`config.mk`:
```
export PLATFORM = sky130hd
export DESIGN_NAME = cic3_decimator
export DESIGN_NICKNAME = d
export VERILOG_FILES = /design/src/rtl/cic3_pkg.sv /design/src/rtl/cic3_integrators.sv /design/src/rtl/cic3_rate_ctrl.sv /design/src/rtl/cic3_combs.sv /design/src/rtl/cic3_scaler.sv /design/src/rtl/cic3_decimator.sv
export SDC_FILE = /design/constraint.sdc
export NUM_CORES = 1
export LEC_CHECK = 0
export ABC_AREA = 1
export CELL_PAD_IN_SITES_DETAIL_PLACEMENT = 0
export CELL_PAD_IN_SITES_GLOBAL_PLACEMENT = 2
export CORE_ASPECT_RATIO = 2
export CORE_MARGIN = 2
export CORE_UTILIZATION = 39
export DETAILED_ROUTE_END_ITERATION = 8
export DONT_BUFFER_PORTS = 1
export PLACE_DENSITY_LB_ADDON = 0.05
export SLEW_MARGIN = 10
export SYNTH_ARGS = -nofsm -noshare
export SYNTH_HDL_FRONTEND = slang
export SYNTH_HIERARCHICAL = 1
export SYNTH_SLANG_ARGS = --single-unit
```
`constraint.sdc`:
```
create_clock -name clk -period 7.08 [get_ports clk]
set_clock_uncertainty 0.05 [all_clocks]
set_input_delay 1.416 -clock clk [delete_from_list [all_inputs] [get_ports clk]]
set_output_delay 1.416 -clock clk [all_outputs]
set_load 0.005 [all_outputs]
```
`src/rtl/cic3_pkg.sv`:
```
// Shared constants and helpers for the CIC decimator.
// Assumes a cascade of equal-length boxcars; STAGES sets the filter order.
package cic3_pkg;
    localparam int STAGES      = 3;  // integrator/comb pairs
    localparam int SETTLE_LEN  = 3;  // outputs flagged unsettled after restart

    // Right-shift that maps a gain of 2^(STAGES*log2n) onto out_w bits.
    function automatic int scale_shift(input int log2n, input int out_w);
        return STAGES * log2n + 1 - out_w;
    endfunction
endpackage

```
`src/rtl/cic3_integrators.sv`:
```
// Cascade of running-sum stages clocked by the modulator enable.
// Assumes modular (wrap-around) two's-complement arithmetic; the comb
// differences recover exact results as long as ACC_W covers the gain.
module cic3_integrators
    import cic3_pkg::*;
#(
    parameter int ACC_W = 26
) (
    input  logic                    clk,
    input  logic                    rst_n,
    input  logic                    bit_en,
    input  logic                    bit_in,
    output logic signed [ACC_W-1:0] sum_out
);
    logic signed [ACC_W-1:0] stage_q [STAGES];
    logic signed [ACC_W-1:0] unit_in;

    // Map the modulator bit onto +1 / -1.
    always_comb unit_in = bit_in ? ACC_W'(1) : {ACC_W{1'b1}};

    for (genvar k = 0; k < STAGES; k++) begin : g_stage
        logic signed [ACC_W-1:0] acc;
        logic signed [ACC_W-1:0] feed;

        if (k == 0) begin : g_first
            assign feed = unit_in;
        end else begin : g_next
            assign feed = stage_q[k-1];
        end

        // Accumulate the previous stage once per accepted modulator bit.
        always_ff @(posedge clk) begin
            if (!rst_n) begin
                acc <= '0;
            end else if (bit_en) begin
                acc <= acc + feed;
            end
        end

        assign stage_q[k] = acc;
    end

    assign sum_out = stage_q[STAGES-1];
endmodule

```
`src/rtl/cic3_rate_ctrl.sv`:
```
// Rate tracking and decimation phase for the CIC decimator.
// Detects a change of the rate code by comparing against the code seen at
// the previous edge; a change restarts the phase and the settle count.
// Assumes the rate code is synchronous to clk.
module cic3_rate_ctrl
    import cic3_pkg::*;
#(
    parameter int RATE_W    = 2,
    parameter int BASE_LOG2 = 5,
    parameter int CNT_W     = 8
) (
    input  logic              clk,
    input  logic              rst_n,
    input  logic              bit_en,
    input  logic [RATE_W-1:0] rate_sel,
    output logic [RATE_W-1:0] rate_cur,
    output logic              restart,
    output logic              strobe,
    output logic              strobe_settled
);
    localparam int SET_W = $clog2(SETTLE_LEN + 1);

    logic [RATE_W-1:0] rate_q;
    logic [CNT_W-1:0]  phase_q;
    logic [CNT_W:0]    period;
    logic [CNT_W-1:0]  last_phase;
    logic [SET_W-1:0]  settle_q;
    logic              at_end;

    // Terminal phase value for the active decimation factor.
    always_comb begin
        period     = (CNT_W+1)'(1) << (BASE_LOG2 + int'(rate_q));
        last_phase = CNT_W'(period - 1'b1);
    end

    // Restart request and end-of-period strobe; a restart wins a tie.
    always_comb begin
        restart = (rate_sel != rate_q);
        at_end  = bit_en && (phase_q == last_phase);
        strobe  = at_end && !restart;
    end

    // Track the code, advance the phase and count outputs since restart.
    always_ff @(posedge clk) begin
        if (!rst_n) begin
            rate_q   <= rate_sel;
            phase_q  <= '0;
            settle_q <= '0;
        end else begin
            rate_q <= rate_sel;
            if (restart) begin
                phase_q  <= '0;
                settle_q <= '0;
            end else if (bit_en) begin
                phase_q <= at_end ? '0 : phase_q + 1'b1;
                if (at_end && settle_q != SET_W'(SETTLE_LEN)) begin
                    settle_q <= settle_q + 1'b1;
                end
            end
        end
    end

    assign rate_cur       = rate_q;
    assign strobe_settled = (settle_q == SET_W'(SETTLE_LEN));
endmodule

```
`src/rtl/cic3_combs.sv`:
```
// Differencing stages at the decimated rate.
// On each strobe, all stages are evaluated in one cycle and the history is
// advanced. A restart clears the history and drops any pending result.
module cic3_combs
    import cic3_pkg::*;
#(
    parameter int ACC_W = 26
) (
    input  logic                    clk,
    input  logic                    rst_n,
    input  logic                    restart,
    input  logic                    strobe,
    input  logic                    strobe_settled,
    input  logic signed [ACC_W-1:0] sum_in,
    output logic signed [ACC_W-1:0] comb_out,
    output logic                    comb_valid,
    output logic                    comb_settled
);
    logic signed [ACC_W-1:0] diff [STAGES+1];

    assign diff[0] = sum_in;

    for (genvar k = 0; k < STAGES; k++) begin : g_stage
        logic signed [ACC_W-1:0] hist;

        assign diff[k+1] = diff[k] - hist;

        // Remember this stage's input from the previous decimated sample.
        always_ff @(posedge clk) begin
            if (!rst_n || restart) begin
                hist <= '0;
            end else if (strobe) begin
                hist <= diff[k];
            end
        end
    end

    // Register the final difference with its valid and settle tag.
    always_ff @(posedge clk) begin
        if (!rst_n || restart) begin
            comb_out     <= '0;
            comb_valid   <= 1'b0;
            comb_settled <= 1'b0;
        end else begin
            comb_valid <= strobe;
            if (strobe) begin
                comb_out     <= diff[STAGES];
                comb_settled <= strobe_settled;
            end
        end
    end
endmodule

```
`src/rtl/cic3_scaler.sv`:
```
// Scales the full-gain result to OUT_W bits and clips it.
// The shift depends on the active rate code, so full scale fills OUT_W
// bits at every factor. Assumes the rate code cannot change under a
// pending result (a restart discards it).
module cic3_scaler
    import cic3_pkg::*;
#(
    parameter int ACC_W     = 26,
    parameter int OUT_W     = 15,
    parameter int RATE_W    = 2,
    parameter int BASE_LOG2 = 5
) (
    input  logic                    clk,
    input  logic                    rst_n,
    input  logic                    restart,
    input  logic [RATE_W-1:0]       rate_cur,
    input  logic                    in_valid,
    input  logic                    in_settled,
    input  logic signed [ACC_W-1:0] in_sample,
    output logic [OUT_W-1:0]        sample_out,
    output logic                    sample_valid,
    output logic                    sample_settled
);
    localparam logic signed [ACC_W-1:0] HI_LIM = ACC_W'((1 <<< (OUT_W-1)) - 1);
    localparam logic signed [ACC_W-1:0] LO_LIM = -ACC_W'(1 <<< (OUT_W-1));

    int                      shamt;
    logic signed [ACC_W-1:0] shifted;
    logic [OUT_W-1:0]        clipped;

    // Rate-dependent arithmetic shift followed by clipping.
    always_comb begin
        shamt   = scale_shift(BASE_LOG2 + int'(rate_cur), OUT_W);
        shifted = in_sample >>> shamt;
        if (shifted > HI_LIM) begin
            clipped = HI_LIM[OUT_W-1:0];
        end else if (shifted < LO_LIM) begin
            clipped = LO_LIM[OUT_W-1:0];
        end else begin
            clipped = shifted[OUT_W-1:0];
        end
    end

    // Present a new word only with its one-cycle valid pulse.
    always_ff @(posedge clk) begin
        if (!rst_n) begin
            sample_out     <= '0;
            sample_valid   <= 1'b0;
            sample_settled <= 1'b0;
        end else begin
            sample_valid <= in_valid && !restart;
            if (in_valid && !restart) begin
                sample_out     <= clipped;
                sample_settled <= in_settled;
            end
        end
    end
endmodule

```
`src/rtl/cic3_decimator.sv`:
```
// Third-order CIC decimator: 1-bit modulator stream in, 15-bit samples out.
// The decimation factor is 2^(BASE_LOG2 + rate_sel), selectable at run time.
// Assumes bit_en pulses at most once per clock and rate_sel is synchronous.
module cic3_decimator
    import cic3_pkg::*;
#(
    parameter int BASE_LOG2 = 5,
    parameter int RATE_W    = 2,
    parameter int OUT_W     = 15
) (
    input  logic              clk,
    input  logic              rst_n,
    input  logic              bit_en,
    input  logic              bit_in,
    input  logic [RATE_W-1:0] rate_sel,
    output logic [OUT_W-1:0]  sample_out,
    output logic              sample_valid,
    output logic              sample_settled
);
    localparam int MAX_LOG2 = BASE_LOG2 + (1 << RATE_W) - 1;
    localparam int ACC_W    = STAGES * MAX_LOG2 + 2;
    localparam int CNT_W    = MAX_LOG2;

    logic signed [ACC_W-1:0] sum_w;
    logic signed [ACC_W-1:0] comb_w;
    logic [RATE_W-1:0]       rate_cur;
    logic                    restart;
    logic                    strobe;
    logic                    strobe_settled;
    logic                    comb_valid;
    logic                    comb_settled;

    cic3_integrators #(.ACC_W(ACC_W)) u_integ (
        .clk     (clk),
        .rst_n   (rst_n),
        .bit_en  (bit_en),
        .bit_in  (bit_in),
        .sum_out (sum_w)
    );

    cic3_rate_ctrl #(
        .RATE_W    (RATE_W),
        .BASE_LOG2 (BASE_LOG2),
        .CNT_W     (CNT_W)
    ) u_ctrl (
        .clk            (clk),
        .rst_n          (rst_n),
        .bit_en         (bit_en),
        .rate_sel       (rate_sel),
        .rate_cur       (rate_cur),
        .restart        (restart),
        .strobe         (strobe),
        .strobe_settled (strobe_settled)
    );

    cic3_combs #(.ACC_W(ACC_W)) u_combs (
        .clk            (clk),
        .rst_n          (rst_n),
        .restart        (restart),
        .strobe         (strobe),
        .strobe_settled (strobe_settled),
        .sum_in         (sum_w),
        .comb_out       (comb_w),
        .comb_valid     (comb_valid),
        .comb_settled   (comb_settled)
    );

    cic3_scaler #(
        .ACC_W     (ACC_W),
        .OUT_W     (OUT_W),
        .RATE_W    (RATE_W),
        .BASE_LOG2 (BASE_LOG2)
    ) u_scale (
        .clk            (clk),
        .rst_n          (rst_n),
        .restart        (restart),
        .rate_cur       (rate_cur),
        .in_valid       (comb_valid),
        .in_settled     (comb_settled),
        .in_sample      (comb_w),
        .sample_out     (sample_out),
        .sample_valid   (sample_valid),
        .sample_settled (sample_settled)
    );
endmodule

```
**After elaboration in Yosys (flattened, before gate mapping)**

Cells that the tools add are included.

- Register bits after elaboration: 213
- Output and inout port bits: 17

- Add/subtract/negate cells: 12
- Multiply operators: 1
- $lt $le $gt $ge: 2
- Equality and inequality tests: 4
- Shift operators: 2
- Multiplexer cells: 4
- Bitwise gates (word level): 1
- Reductions and logical operators: 9

Operators by type and width:

| operator | number |
|---|---|
| $add A26 B26 Y26 | 3 |
| $sub A26 B26 Y26 | 3 |
| $add A32 B2 Y32 const B | 1 |
| $mul A3 B32 Y32 const A | 1 |
| $shl A1 B32 Y8 const A | 1 |
| $sshr A26 B32 Y26 | 1 |
| $sub A32 B5 Y32 const B | 1 |
| $mux W15 | 2 |
| $gt A26 B15 Y1 const B | 1 |
| $lt A26 B15 Y1 const B | 1 |
| $mux W26 | 1 |
| $add A8 B1 Y8 const B | 1 |
| $eq A8 B8 Y1 | 1 |
| $mux W8 | 1 |
| $sub A8 B1 Y8 const B | 1 |
| $add A3 B2 Y4 const A | 1 |
| $logic_and A1 B1 Y1 | 4 |
| $add A2 B1 Y2 const B | 1 |
| $eq A2 B2 Y1 const B | 1 |
| $logic_not A1 Y1 | 2 |
| $ne A2 B2 Y1 | 1 |
| $ne A2 B2 Y1 const B | 1 |
| $reduce_and A2 Y1 | 1 |
| $reduce_or A2 Y1 | 1 |
| other kinds (2) | 2 |

**Depth between registers and ports, before layout**

Gate-level depths: netlist (run 1).

- Depth in word-level cells: 8
- Gate-level depth with buffers: 37
- Depth with buffers taken out: 37

**By module**

Netlist (run 1), hierarchy kept.

Modules (own cells, without submodules):

| module | instances | cells each | area an instance (sq um) | seq. area each (sq um) |
|---|---|---|---|---|
| cic3_integrators | 1 | 1,535 | 8,483.1 | 1,561.5 |
| cic3_combs | 1 | 1,205 | 8,159.1 | 2,122.0 |
| cic3_scaler | 1 | 475 | 2,633.8 | 340.3 |
| cic3_rate_ctrl | 1 | 91 | 670.6 | 240.2 |

**Least setup slack after synthesis (run 1)**

OpenSTA, ideal clock, no wires.

- Path type: register -> register
- Start: register u_integ.g_stage[2].acc[0], in the netlist u_integ/sum_out[0]
- End: register u_combs.comb_out[22]
- Arrival time: 4.313 ns
- Setup slack: 2.600 ns
- Cell stages (with the launch flop): 35
- Buffers on the path: 0
- Clock period less this slack: 4.480 ns
- Path through: dfxtp_1 -> inv_1 -> ha_1 -> inv_1 -> fa_1 -> nand2_1 -> inv_1 -> nand2_1 -> nand2_1 -> nand3_1 -> nand2_2 -> a21oi_2 -> xnor2_1 -> ha_1 -> a21o_1 -> nor2_1 -> o21ai_4 -> a21oi_4 -> o21ai_2 -> a21oi_1 -> inv_1 -> nand2_1 -> nand2_1 -> ha_1 -> nand2_1 -> nor2_1 -> inv_1 -> nor2_1 -> nand4_1 -> nand3_1 -> a31o_2 -> or2_1 -> nand3_1 -> o211ai_1 -> inv_1

RTL lines:

| item | line | text |
|---|---|---|
| start, declared | cic3_integrators.sv:22 | `logic signed [ACC_W-1:0] acc;` |
| start signal, assigned | cic3_integrators.sv:36 | `acc <= acc + feed;` |
| end signal, assigned | cic3_combs.sv:47 | `comb_out <= diff[STAGES];` |
| end, declared | cic3_combs.sv:15 | `output logic signed [ACC_W-1:0] comb_out,` |

==> reports/metrics.cfg, run 1 <==
[outcome]
status = finished, final reports clean

[finish]
layout.nets = 3424
diodes = 0
final_layout_size_suffix_gt1_share_pct = 5.75
final_util_pct = 41.9
final_common_cell = nand2_1
syn_to_final_growth_pct = 6.45
final_cell_mix = nand2_1, inv_1, nor2_1

[pwr]
power.share.clock_pct = 21.6
power_leakage_nw = 11.0
internal_power_mw = 3.07
power_density_mw_per_mm2 = 285
max-vdd-ir-drop_mv = 0.273
p_seq_share_pct = 21.5
swShare_pct = 49.3
p_sw_mw = 2.98
power_frac_comb_pct = 56.8

[drt]
num_vias = 20455
dr.pass1.iters = 6
drc_errors = 0
totalWireLength_um = 76500
drt-wirelength-per-cell_um = 19.5
drtIter0Drc = 879
via_per_inst = 5.21
drtAntennaViolNets = 0

[clocking]
cts_num_sinks = 213
cts_tree = built
cts.repair.resized = 0
h-tree-depth = 1
clkTransAtPathRegs_ns = 0.07
insertion_delay_ns = 0.57
clockBufferDepth = 3
cts-root-buf = clkbuf_16
cts_hold_buf = 0
cts_buffers = 25
cts_setup_buffers = 0

[setup_path]
cp_top_family = simple AND/OR/NAND/NOR gates
critPathArrivalTime_ns = 6.40
crit_path_end_kind = flop
slowest_stage = a21oi_1
start_kind = flop
crit_fanout = 6
path_cells = ha_1, a21oi_1, inv_1, a31oi_1, o221ai_1, a21oi_1, xnor2_1, ha_1, nand2_1, nor4_2, nand4_1, nand3_1, a21oi_1, xor2_1, ha_1, nand2_1, nor3_1, nand2_1, nor3_1, a21oi_1, nand3_1, nand3_1, nand2_1, inv_1
crit_type = reg2reg
slowest_delay_ns = 0.50
required_ns = 7.50
cp.buffers_inverters = 2

[synth]
synth_seq_area_share_pct = 21.4
synth-edff-count = 0
netlist_instances = 3306
syn_nets = 3477
ys_warn_count = 6
ys.flop_type = dfxtp_1
syn-mean-instance-area_um2 = 6.03
yosys.cell_types.count = 64
synth_area_mm2 = 0.0199
yosys_register_bits = 213
synthArstFlopShare_pct = 0

[timing]
hold_viol_final = 0
min_period_ns = 5.98
slew_viol_final = 0
slew_headroom_pct = 30.4
fmax_mhz = 167
rsz0062_at_grt = no
setup_tns_ns = 0
worstMarginPinSlew_ns = 1.04
period_share_pct = 84.5
setup_violations = 0

[floorplanning]
die_h_um = 324
start_util_pct = 39.4
fp.dieW_um = 164
ioPinCount = 23
die_area_mm2 = 0.0531
core.rowCount = 117
coreArea_mm2 = 0.0507

[grt]
first_global_vias = 20569
antenna_found_initial = 0
overflow = 0
grt_max_degree = 129
grt_pass1_wl_um = 114000
grt_usage_pct = 28.9

[hold_path]
hold_path.class = reg2reg

[placed_design]
hpwlAfterDp_um = 62200
port_buffers = 0
gp_congestion = 1.00

[flow_run]
max-cap-violations = 0

metrics by stage:
stage	worst slack (ns)	instance area, um2	std cells	total power [mW]	hold WS [ns]
2_1_floorplan	2.60	19900	3306	3.74	0.386
3_3_place_gp	1.13	20400	3880	4.77	0.395
3_5_place_dp	1.18	20400	3880	4.75	0.403
4_1_cts	1.14	21200	3926	6.09	0.413
5_1_grt	0.800	21200	3926	6.50	0.424
6_report	1.10	21200	3926	6.05	0.411
cell usage after synthesis, types with 16 or more instances:
cell        n  share of area, %
nand2_1   823                15
inv_1     565                11
nor2_1    356               6.7
nand3_1   294               7.4
dfxtp_1   213                21
a21oi_1   209               5.2
o21ai_0   185               4.6
ha_1      159                10
xor2_1     69               3.0
clkbuf_1   52              0.98
nand4_1    35               1.1
o21ai_1    28              0.70
a21o_1     22              0.83
buf_2      21              0.53
a21oi_2    20              0.88
nand2_2    20              0.63
xnor2_1    20              0.88
nand3_2    17              0.85
o211ai_1   16              0.60
final timing paths:
kind              slack [ns]                     endpoint                        start  cells after the start
setup / recovery        1.10         u_combs/comb_out[25]           u_integ/sum_out[9]                     24
hold / removal          0.41  u_combs/g_stage[0].hist[15]  u_combs/g_stage[0].hist[15]                      2
setup reg to reg        1.10         u_combs/comb_out[25]           u_integ/sum_out[9]                     24
hold reg to reg         0.41  u_combs/g_stage[0].hist[15]  u_combs/g_stage[0].hist[15]                      2
state kept, by name, summed over array words and instances, names as in the netlist:
name and cells:
u_combs/comb_out 26, u_combs/comb_settled 1, u_combs/comb_valid 1, u_combs/g_stage.hist 78, u_ctrl/phase_q 8, u_ctrl/rate_cur 2, u_ctrl/settle_q 2, u_integ/g_stage.acc 52
u_integ/sum_out 26, u_scale/sample_out 15, u_scale/sample_settled 1, u_scale/sample_valid 1
power groups by stage:
stage | Clock, mW | Combinational, mW | Sequential (mW)
final | 1.31 | 3.44 | 1.30
after global routing | 1.40 | 3.79 | 1.31
after CTS | 1.35 | 3.43 | 1.30
after detailed placement | 0 | 3.42 | 1.33
after global placement | 0 | 3.44 | 1.33
after floorplan | 0 | 2.43 | 1.31
logic make-up after synthesis:
family                     synth area share [%]
AOI/OAI and AO/OA                          15.5
muxes                                     0.100
adders and majority gates                  10.6
and+or+nand+nor                            35.3
DFF                                        21.4
xor gates and xnor gates                   3.91
buffers and inverters                      13.2
final cells by class:
| class | count | area, um2 |
|---|---|---|
| Clock buffer | 29 | 661 |
| Clock inverter | 17 | 149 |
| Fill cell | 5661 | 29400 |
| Inverter | 579 | 2180 |
| Multi-Input combinational cell | 2422 | 13100 |
| Sequential cell | 213 | 4260 |
| Tap cell | 654 | 818 |
| Timing Repair Buffer | 12 | 90.1 |
metal layers:
| metal | GRT usage (%) | wire length (um) |
|---|---|---|
| met1 | 20.7 | 22100 |
| met2 | 61.5 | 44400 |
| met3 | 2.52 | 1600 |
| met4 | 27.2 | 8450 |
| met5 | 0 | 0 |
worst reg2reg max path, cell delays in order (launching register included):
cell and delay (ns):
dfxtp_1 0.35, ha_1 0.38, a21oi_1 0.22, inv_1 0.10
a31oi_1 0.23, o221ai_1 0.25, a21oi_1 0.50, xnor2_1 0.17
ha_1 0.43, nand2_1 0.22, nor4_2 0.37, nand4_1 0.25
nand3_1 0.22, a21oi_1 0.14, xor2_1 0.18, ha_1 0.36
nand2_1 0.11, nor3_1 0.39, nand2_1 0.19, nor3_1 0.31
a21oi_1 0.14, nand3_1 0.10, nand3_1 0.08, nand2_1 0.09
inv_1 0.03
(Power assumes the default switching activity.)
==> run 2, diff against run 1 <==
--- a/config.mk
+++ b/config.mk
@@ -5,12 +5,12 @@
 export SDC_FILE = /design/constraint.sdc
 export NUM_CORES = 1
 export LEC_CHECK = 0
-export ABC_AREA = 1
+export ABC_AREA = 0
 export CELL_PAD_IN_SITES_DETAIL_PLACEMENT = 0
 export CELL_PAD_IN_SITES_GLOBAL_PLACEMENT = 2
 export CORE_ASPECT_RATIO = 2
 export CORE_MARGIN = 2
-export CORE_UTILIZATION = 39
+export CORE_UTILIZATION = 37
 export DETAILED_ROUTE_END_ITERATION = 8
 export DONT_BUFFER_PORTS = 1
 export PLACE_DENSITY_LB_ADDON = 0.05
==> constraint.sdc (replaced) <==
create_clock -name clk -period 5.4 [get_ports clk]
set_clock_uncertainty 0.05 [all_clocks]
set_input_delay 1.08 -clock clk [delete_from_list [all_inputs] [get_ports clk]]
set_output_delay 1.08 -clock clk [all_outputs]
set_load 0.005 [all_outputs]
==> run 2 against run 1 <==
The run now ends with setup timing left. Largest power group unchanged. Sequential share of layout area grew 0.55 points. Critical endpoint unchanged. Non-clock buffer count grew 182. Sequential power increased by 32%. First-iteration DRC count is 34% lower. Core utilization increased by 2.2 points. Via count shrank 22%. Total power grew 84%. Worst setup slack got worse by 1.5 ns. Area after synthesis shrank 12%.
==> reports/metrics.cfg, run 2 <==
[outcome]
status = finished, violations left
violations = setup timing

[clocking]
cts_buffers = 24
cts_num_sinks = 212
clkTransAtPathRegs_ns = 0.06
clockBufferDepth = 3
cts-root-buf = clkbuf_16
cts_tree = built
insertion_delay_ns = 0.54
h-tree-depth = 1

[placed_design]
port_buffers = 0
hpwlAfterDp_um = 41000
gp_congestion = 0.940
place_ws_ns = -0.568
dpl-instance-area_mm2 = 0.0193

[pwr]
power.total_mw = 11.1
max-vdd-ir-drop_mv = 0.259
power_density_mw_per_mm2 = 542
power_leakage_nw = 8.24

[grt]
grt_max_degree = 128
antenna_found_initial = 0
grt_pass1_wl_um = 85100
first_global_vias = 16182
grt_usage_pct = 22.1
overflow = 0

[floorplanning]
die_h_um = 312
die_area_mm2 = 0.0492
coreArea_mm2 = 0.0467
start_util_pct = 37.5
core.rowCount = 112
ioPinCount = 23
fp.dieW_um = 158

[timing]
slew_headroom_pct = 14.2
fmax_mhz = 172
setup_violations = 8
min_period_ns = 5.82
worstMarginPinSlew_ns = 1.28
slew_viol_final = 0
hold_viol_final = 0
setup_tns_ns = -1.81
finalWorstSetupSlack_ns = -0.424
period_share_pct = 108
rsz0062_at_grt = yes

[flow_run]
max-cap-violations = 0

[finish]
stdcell_area_mm2 = 0.0206
syn_to_final_growth_pct = 17.5
final_common_cell = dfxtp_1
layout.nets = 2418
final_cell_mix = dfxtp_1, nor2_1, buf_4
final_util_pct = 44.1
final_layout_size_suffix_gt1_share_pct = 17.3
largest_reg_flops = 78
regMostFlops = u_combs/g_stage.hist
diodes = 0

[drt]
num_vias = 15915
dr_wl_met2_um = 30200
drt-wirelength-per-cell_um = 19.0
met3_length_um = 1970
top_layer = met4
wl_met1_um = 18100
dr.pass1.iters = 5
totalWireLength_um = 54900
drc_errors = 0
via_per_inst = 5.51
drtIter0Drc = 580
drtAntennaViolNets = 0

[setup_path]
crit_type = reg2reg
required_ns = 5.82
cp.buffers_inverters = 4
cp_top_family = compound AO/OA/AOI/OAI gates
crit_fanout = 4
crit_path_end_kind = flop
critPathArrivalTime_ns = 6.25
slowest_delay_ns = 0.44
slowest_stage = or4b_1
start_kind = flop

[synth]
ys_warn_count = 6
netlist_instances = 2116
synth_area_mm2 = 0.0175
syn-mean-instance-area_um2 = 8.28
syn_nets = 2287

[hold_path]
hold_path.class = reg2reg

-- run 2: repair_timing --
action,4_1_cts,5_1_grt
gates resized for setup,35,55
pin swaps,8,46
setup endpoints to repair,9,12
hold buffers,0,0
setup buffers,9,12
cloned,0,0
hold endpoints to repair,0,0
-- run 2: path summary, 6_finish.rpt --
kind	start	end	slack, ns	cells after the start
max	u_integ/sum_out[0]	u_combs/comb_out[25]	-0.42	31
min	u_combs/g_stage[2].hist[18]	u_combs/g_stage[2].hist[18]	0.42	2
max reg2reg	u_integ/sum_out[0]	u_combs/comb_out[25]	-0.42	31
min reg2reg	u_combs/g_stage[2].hist[18]	u_combs/g_stage[2].hist[18]	0.42	2
-- run 2: metal layers --
metal / vias to the layer above / GRT usage, %
met5: - / 0
met4: 0 / 15.8
met3: 173 / 3.57
met2: 278 / 43.5
met1: 7540 / 19.4
li1: 7924 / -
-- run 2: through the flow --
step,std cells,hold slack [ns]
after global placement,2831,0.397
after CTS,2878,0.419
final,2887,0.417
after detailed placement,2831,0.409
after floorplan,2116,0.388
after global routing,2887,0.445
-- run 2: final cells by class --
class	count	area (um2)
Multi-Input combinational cell	1677	12700
Timing Repair Buffer	194	1510
Clock buffer	34	699
Inverter	138	518
Tap cell	627	785
Fill cell	4697	26100
Sequential cell	212	4250
Clock inverter	5	75.1
-- run 2: power breakdown --
group / leakage (nW) / internal, mW / switching (mW)
Combinational: 6.13 / 3.86 / 3.90
Clock: 0.383 / 0.987 / 0.687
Sequential: 1.72 / 1.64 / 0.0734
-- run 2: worst min-delay path, stage by stage (launching register included) --
cell,delay [ns]
dfxtp_1,0.31
nand2_1,0.06
a21oi_1,0.05
